--- src/rtl/aes128_key_sched.sv ---
module aes128_key_sched (
  input  logic         clk,
  input  logic         rst_n,
  input  logic         start,
  input  logic [127:0] key,
  output logic         busy,
  output logic         wvalid,
  output logic [5:0]   widx,
  output logic [31:0]  word,
  output logic         rkvalid,
  output logic [3:0]   rkidx,
  output logic [127:0] rkey,
  output logic         done
);

  localparam logic [5:0] LAST = 6'd43;

  function automatic logic [7:0] xt(input logic [7:0] v);
    return {v[6:0], 1'b0} ^ (v[7] ? 8'h1b : 8'h00);
  endfunction

  function automatic logic [7:0] gmul(input logic [7:0] a, input logic [7:0] b);
    logic [7:0] p, x;
    p = 8'h00;
    x = a;
    for (int k = 0; k < 8; k++) begin
      if (b[k]) p = p ^ x;
      x = xt(x);
    end
    return p;
  endfunction

  function automatic logic [7:0] sbox(input logic [7:0] v);
    logic [7:0] sq, acc;
    sq  = v;
    acc = 8'h01;
    for (int k = 1; k < 8; k++) begin
      sq  = gmul(sq, sq);
      acc = gmul(acc, sq);
    end
    return acc ^ {acc[6:0], acc[7]} ^ {acc[5:0], acc[7:6]}
               ^ {acc[4:0], acc[7:5]} ^ {acc[3:0], acc[7:4]} ^ 8'h63;
  endfunction

  logic [31:0] w0, w1, w2, w3;
  logic [5:0]  idx;
  logic [7:0]  rc;

  logic        grow, head;
  logic [31:0] rotw, subw, nxt, cur;

  assign grow = idx >= 6'd4;
  assign head = idx[1:0] == 2'd0;
  assign rotw = {w3[23:0], w3[31:24]};
  assign subw = {sbox(rotw[31:24]), sbox(rotw[23:16]), sbox(rotw[15:8]), sbox(rotw[7:0])};
  assign nxt  = w0 ^ (head ? (subw ^ {rc, 24'h000000}) : w3);

  always_comb begin
    case (idx[1:0])
      2'd0:    cur = w0;
      2'd1:    cur = w1;
      2'd2:    cur = w2;
      default: cur = w3;
    endcase
    if (grow) cur = nxt;
  end

  always_ff @(posedge clk) begin
    if (!rst_n) begin
      busy    <= 1'b0;
      wvalid  <= 1'b0;
      widx    <= '0;
      word    <= '0;
      rkvalid <= 1'b0;
      rkidx   <= '0;
      rkey    <= '0;
      done    <= 1'b0;
      w0 <= '0; w1 <= '0; w2 <= '0; w3 <= '0;
      idx <= '0;
      rc  <= 8'h01;
    end else begin
      wvalid  <= 1'b0;
      rkvalid <= 1'b0;
      done    <= 1'b0;
      if (!busy) begin
        if (start) begin
          w0 <= key[127:96]; w1 <= key[95:64]; w2 <= key[63:32]; w3 <= key[31:0];
          idx  <= '0;
          rc   <= 8'h01;
          busy <= 1'b1;
        end
      end else begin
        wvalid <= 1'b1;
        widx   <= idx;
        word   <= cur;
        if (idx[1:0] == 2'd3) begin
          rkvalid <= 1'b1;
          rkidx   <= idx[5:2];
          rkey    <= grow ? {w1, w2, w3, nxt} : {w0, w1, w2, w3};
        end
        if (grow) begin
          w0 <= w1; w1 <= w2; w2 <= w3; w3 <= nxt;
          if (head) rc <= xt(rc);
        end
        idx <= idx + 6'd1;
        if (idx == LAST) begin
          busy <= 1'b0;
          done <= 1'b1;
        end
      end
    end
  end

endmodule

--- config.mk ---
export PLATFORM = sky130hd
export DESIGN_NAME = aes128_key_sched
export DESIGN_NICKNAME = d
export VERILOG_FILES = /design/src/rtl/aes128_key_sched.sv
export SDC_FILE = /design/constraint.sdc
export NUM_CORES = 2
export LEC_CHECK = 0
export BUFFER_PORTS_ARGS = -buffer_cell sky130_fd_sc_hd__clkbuf_2
export CAP_MARGIN = 40
export CELL_PAD_IN_SITES_DETAIL_PLACEMENT = 1
export CELL_PAD_IN_SITES_GLOBAL_PLACEMENT = 1
export CORE_MARGIN = 2
export CORE_UTILIZATION = 30
export CTS_BUF_LIST = sky130_fd_sc_hd__clkbuf_16
export CTS_CLUSTER_DIAMETER = 80
export DETAILED_ROUTE_END_ITERATION = 6
export HOLD_SLACK_MARGIN = 0.08
export PLACE_DENSITY_LB_ADDON = 0.1
export SLEW_MARGIN = 20
export SYNTH_ARGS = -nofsm -noshare
export SYNTH_HDL_FRONTEND = slang
export SYNTH_SLANG_ARGS = --single-unit
--- constraint.sdc ---
create_clock -name clk -period 24.4 [get_ports clk]
set_input_delay 4.88 -clock clk [delete_from_list [all_inputs] [get_ports clk]]
set_output_delay 4.88 -clock clk [all_outputs]
set_load 0.1 [all_outputs]
Word-level counts from Yosys, hierarchy flattened:

Cells that the tools add are included.

* register bits: 316

* add/sub/neg operators: 1
* bitwise logic cells: 779
* magnitude comparators: 1
* reduce and logical (&&, ||, !) cells: 6
* equality and inequality tests: 6
* multiplexer cells: 841

Operators with widths (number)
* 8-bit 2-to-1 mux: 424
* 8-bit bitwise XOR: 380
* 8-bit by 5-bit bitwise XOR with 8-bit output: 365
* 5-bit 2-to-1 mux: 369
* 32-bit 2-to-1 mux: 14
* 128-bit 2-to-1 mux: 1
* 32-bit case mux with 3 select lines: 1
* 32-bit bitwise XOR: 2
* 6-bit 2-to-1 mux: 6
* 7-bit 2-to-1 mux: 4
* 1-bit NOT, first input constant: 28
* 4-bit 2-to-1 mux: 4
* 4-bit NOT: 4
* 3-bit 2-to-1 mux: 4
* 1-bit 2-to-1 mux: 10
* 2-bit 2-to-1 mux: 4
* 6-bit by 1-bit adder with 6-bit output, second input constant: 1
* 6-bit equality test, second input constant: 1
* 6-bit by 3-bit greater-or-equal comparator with 1-bit output, second input constant: 1
* 2-bit AND reduction: 3
* 2-bit equality test, second input constant: 2
* 2-bit by 1-bit inequality test with 1-bit output, second input constant: 2
* 3-bit AND reduction: 1
* 2-bit by 1-bit equality test with 1-bit output, second input constant: 1
* other kinds (2): 2

Depth between registers and ports, before layout:

* depth after elaboration: 137
* mapped depth: 68
* gate-level depth less buffers: 55

Worst setup path after synthesis:

OpenSTA, ideal clock, no wires.

* path type: register to register
* start point: register w3[16]
* end point: register w3[25]
* setup time: 65 ps
* path slack: 9606 ps
* arrival time: 14729 ps
* path buffers: 11
* stages on the path, launching flop included: 62
* data required time: 24335 ps
* cells stage by stage: dfxtp_1 > ha_1 > buf_4 > nand2b_1 > xnor2_1 > a22oi_1 > xor3_1 > buf_2 > xnor2_1 > xor2_1 > buf_2 > inv_1 > buf_1 > ha_1 > xnor2_1 > xor2_1 > xnor2_1 > nand2_1 > [... 26 more ...] > xnor2_1 > clkbuf_1 > a21oi_1 > a221oi_1 > xnor3_2 > xnor3_1 > xor3_1 > nor2_2 > xnor3_1 > xnor3_1 > xnor3_2 > xnor2_4 > xnor3_1 > xnor2_2 > nor3_1 > a2111oi_2 > a21oi_1 > nor2b_1

* longest elaborated chain between the ends: 134
* elaborated cells between the ends (all ways): 388
* classes of those cells: 199 x mux; 189 x bitwise

Ends and longest elaborated chain
* start: declaration: line 45 `logic [31:0] w0, w1, w2, w3;`
* start signal: assignment: line 87 `w0 <= key[127:96]; w1 <= key[95:64]; w2 <= key[63:32]; w3 <= key[31:0];`
* start signal: assignment: line 102 `w0 <= w1; w1 <= w2; w2 <= w3; w3 <= nxt;`
* 8-bit 2-to-1 mux: line 27 `if (b[k]) p = p ^ x;`
* 8-bit bitwise XOR: line 27
* 8-bit 2-to-1 mux: line 27
* 8-bit bitwise XOR: line 27
* 8-bit 2-to-1 mux: line 27
* 8-bit bitwise XOR: line 27
* 8-bit 2-to-1 mux: line 27
* 8-bit bitwise XOR: line 27
* [... 118 more ...]
* 8-bit bitwise XOR: line 42 `^ {acc[4:0], acc[7:5]} ^ {acc[3:0], acc[7:4]} ^ 8'h63;`
* 8-bit bitwise XOR (*): line 42
* 4-bit NOT (no source line) (*)
* 32-bit bitwise XOR (*): line 56 `assign nxt = w0 ^ (head ? (subw ^ {rc, 24'h000000}) : w3);`
* 32-bit 2-to-1 mux (*): line 56
* 32-bit bitwise XOR (*): line 56
* 32-bit 2-to-1 mux (*): line 101 `if (grow) begin`
* 32-bit 2-to-1 mux (*): line 85 `if (!busy) begin`

Every way passes the cells marked *; elsewhere a longest branch is shown, timed or not. The select of a mux whose other input is x is not followed.
A chain may end at the register's enable or synchronous reset.

Final worst setup path:

* start point: register w3[8]
* end point: register rkey[23]

* longest elaborated chain between the ends: 131
* elaborated cells between the ends (all ways): 386
* classes of those cells: 198 x mux; 188 x bitwise

Ends and longest elaborated chain
* 8-bit 2-to-1 mux: line 27
* 8-bit bitwise XOR: line 27
* 8-bit 2-to-1 mux: line 27
* 8-bit bitwise XOR: line 27
* 8-bit 2-to-1 mux: line 27
* 8-bit bitwise XOR: line 27
* 8-bit 2-to-1 mux: line 27
* 8-bit bitwise XOR: line 27
* [... 114 more ...]
* 8-bit 2-to-1 mux (*): line 27
* 8-bit bitwise XOR (2 in series): line 41 `return acc ^ {acc[6:0], acc[7]} ^ {acc[5:0], acc[7:6]}`
* 8-bit bitwise XOR: line 42
* 8-bit bitwise XOR (*): line 42
* 32-bit bitwise XOR (*): line 56
* 32-bit 2-to-1 mux (*): line 56
* 32-bit bitwise XOR (*): line 56
* 128-bit 2-to-1 mux (*): line 99 `rkey <= grow ? {w1, w2, w3, nxt} : {w0, w1, w2, w3};`
* end signal: assignment: line 99
* end: declaration: line 12 `output logic [127:0] rkey,`

Every way passes the cells marked *; elsewhere a longest branch is shown, timed or not.

==> results.toml <==
[clock_tree]
cts_buffer_depth = 3
clk_pin_slew_ps = 70
root_buffer = "clkbuf_16"
clock_latency_ps = 680
cts_hold_buffers = 0
cts_tree = "built"
cts_buffers = 44
htree_levels = 2
post_cts_resized = 0
cts_setup_buffers = 0
cts_sinks = 316

[worst_setup_path]
cpLargestDelayFamily = "XOR/XNOR gates"
crit_type = "reg2reg"
max_stage_delay_ps = 940
required_ps = 24920
cp_common_cell = "xnor3_1"
worstSetupEndpointType = "flop"
cp.arrival_ps = 19570
cp_slowest_cell = "ha_1"
cp.buffers_inverters = 6
critPathMaxFanout = 26
cp-start-kind = "flop"

[yosys]
ys_warn_count = 0
yosys.cell_count.top_type = "xnor2_1"
synth_seq_cells = 316
synth-seq-area-share_pct = 8.81
yosysTopAreaCell = "xnor2_1"
synth_nets = 9726
netlist_instances = 9572
synth_common_cells = "xnor2_1, nand2_1, nor2_1"
synthArstFlopShare_pct = 0
yosys.area.top_type_share_pct = 19.4
synth_area_um2 = 71800
synth_area_leaders = "xnor2_1, xnor3_1, dfxtp_1"
avgSynthCellArea_um2 = 7.50
ys_types = 109
synth_edf_count = 0
synthFlopType = "dfxtp_1"

[layout]
fin_nets = 9724
nFillCells = 28908
area_growth_pct = 10.6
drive_gt1_share_pct = 11.4

[placement]
place_congestion = 0.883
detailed_place_hpwl_um = 230000
numPortBuffers = 304

[routing]
viasPerCell = 5.44
dr.first_iter.drc_count = 3779
routedWlPerCell_um = 23.9
drc = 13
dr_total_vias = 69479
wl_um = 306000
dr.pass1.iters = 7
ant_nets = 0

[timing]
hold_viol = 0
grt_setup_unrepaired = "false"
setup_violations = 0
tns_ps = 0
report.final.slew_viol_count = 0
max_freq_mhz = 52.5
fin_crit_sh_pct = 78.1
fin_crit_ps = 19050
tightest_slew_ps = 1300
finClkSkew_ps = 74.8
relSlewSlack_pct = 13.4

[floorplan]
start_util_pct = 30.2
core_um2 = 238000
die_w_um = 493
rows = 179
die_area_um2 = 243000
num_io_pins = 305
die_y_um = 493

[grt]
grt_use_met3_pct = 1.85
grt_pass1_wl_um = 463000
met2_usage_pct = 43.2
grt_pass1_vias = 70402
grt_usage_pct = 24.3
grt_start_max_net_pins = 118
antenna_found_initial = 20
use_met1_pct = 30.5
busiest_layer = "met2"
grt_remaining_overflow = 0

[outcome]
failed_checks = "DRC"
status = "finished with violations"

[run]
drv_cap = 0

[hold_path]
hp-class = "reg2reg"
==> registers in the layout, summed over array words and instances (netlist names), 4 cells and up <==
register / cells
rkey: 128
w0: 32
w1: 32
w2: 32
w3: 32
word: 32
rc: 8
idx: 6
widx: 6
rkidx: 4
==> cell families (layout without fill, tap and decap cells) <==
family          after synthesis  after routing  synth area share, %
xor+xnor                   2566           2566                 40.4
fa+ha+maj                    26             26                0.443
mux                         407            407                 5.77
simple gates               3285           3285                 19.7
compound gates             2096           2096                 19.7
other cells                   0              8                    0
buf+inv                     876            907                 5.12
flops                       316            316                 8.81
==> per-layer routing <==
| layer | up-vias | part of all wire (%) |
|---|---|---|
| met1 | 35033 | 43 |
| met2 | 1048 | 50 |
| met4 | 8 | 3.9 |
| met3 | 297 | 2.8 |
| met5 | - | 0.019 |
| li1 | 33093 | - |
==> placed cells by master (no fill, tap or decap), types with 28 or more instances in the layout <==
master / netlist / final
nor2b_1: 98 / 97
a22oi_1: 75 / 75
inv_1: 87 / 96
a221oi_1: 38 / 38
nand2_1: 1189 / 1187
nand2b_1: 70 / 70
mux2_2: 31 / 31
o22ai_1: 106 / 106
buf_4: 52 / 379
xor2_1: 476 / 460
nor2_1: 1166 / 1162
xnor3_1: 322 / 322
a21boi_0: 28 / 28
clkbuf_16: 0 / 44
o221ai_1: 36 / 36
xor3_1: 50 / 50
and2_1: 90 / 89
nand3_1: 275 / 275
a211oi_1: 72 / 72
nand4_1: 29 / 29
o21ai_1: 29 / 29
a31oi_1: 77 / 77
xnor2_1: 1594 / 1551
o211a_1: 204 / 204
o21ai_0: 491 / 491
a222oi_1: 44 / 44
and3_1: 43 / 43
xnor2_2: 56 / 95
o211ai_1: 73 / 73
mux2i_1: 368 / 368
xor2_2: 21 / 36
dfxtp_1: 316 / 314
nor3_1: 186 / 186
or3_1: 42 / 42
a21oi_1: 490 / 490
clkbuf_2: 0 / 305
==> per-stage QoR <==
stage	utilization (%)	instances	hold slack, ps	cell area, µm²	worst slack [ps]
6_report	33.4	12778	462	79400	5350
5_1_grt	33.4	12777	496	79400	3950
4_1_cts	33.3	12745	468	79100	5290
3_5_place_dp	32.7	12666	459	77700	5390
3_3_place_gp	32.5	12632	443	77300	5690
2_1_floorplan	-	9572	466	71800	9610
==> worst register-to-register path: cells and delay by family (launching register included) <==
family,cells,cell delay (ps)
XOR/XNOR,27,11110
AND/OR/NAND/NOR,10,2040
AO/OA/AOI/OAI,6,1780
buffers and inverters,6,1690
adder cells (fa/ha/maj),2,1410
flip-flops,1,840
==> layout make-up <==
| cell class | count | area (µm²) | share of cell area, % |
|---|---|---|---|
| flip-flops and latches | 316 | 6330 | 7.97 |
| diodes | 8 | 20.0 | 0.0252 |
| inverters | 103 | 387 | 0.487 |
| repair buffers | 725 | 4910 | 6.18 |
| multi-input cells | 8380 | 62400 | 78.5 |
| well taps | 3167 | 3960 | 4.99 |
| clock buffers | 44 | 1100 | 1.39 |
| clock inverters | 35 | 359 | 0.452 |
==> final timing paths <==
path	startpoint	to	slack, ps	cells after the start
hold / removal	rkey[28]	rkey[28]	460	2
setup / recovery	w3[8]	rkey[23]	5350	51
hold reg to reg	rkey[28]	rkey[28]	460	2
setup reg to reg	w3[8]	rkey[23]	5350	51
Power is left out: the tool's default activity adds up to more than one toggle a clock period on the data nets, which glitch-free logic cannot reach.
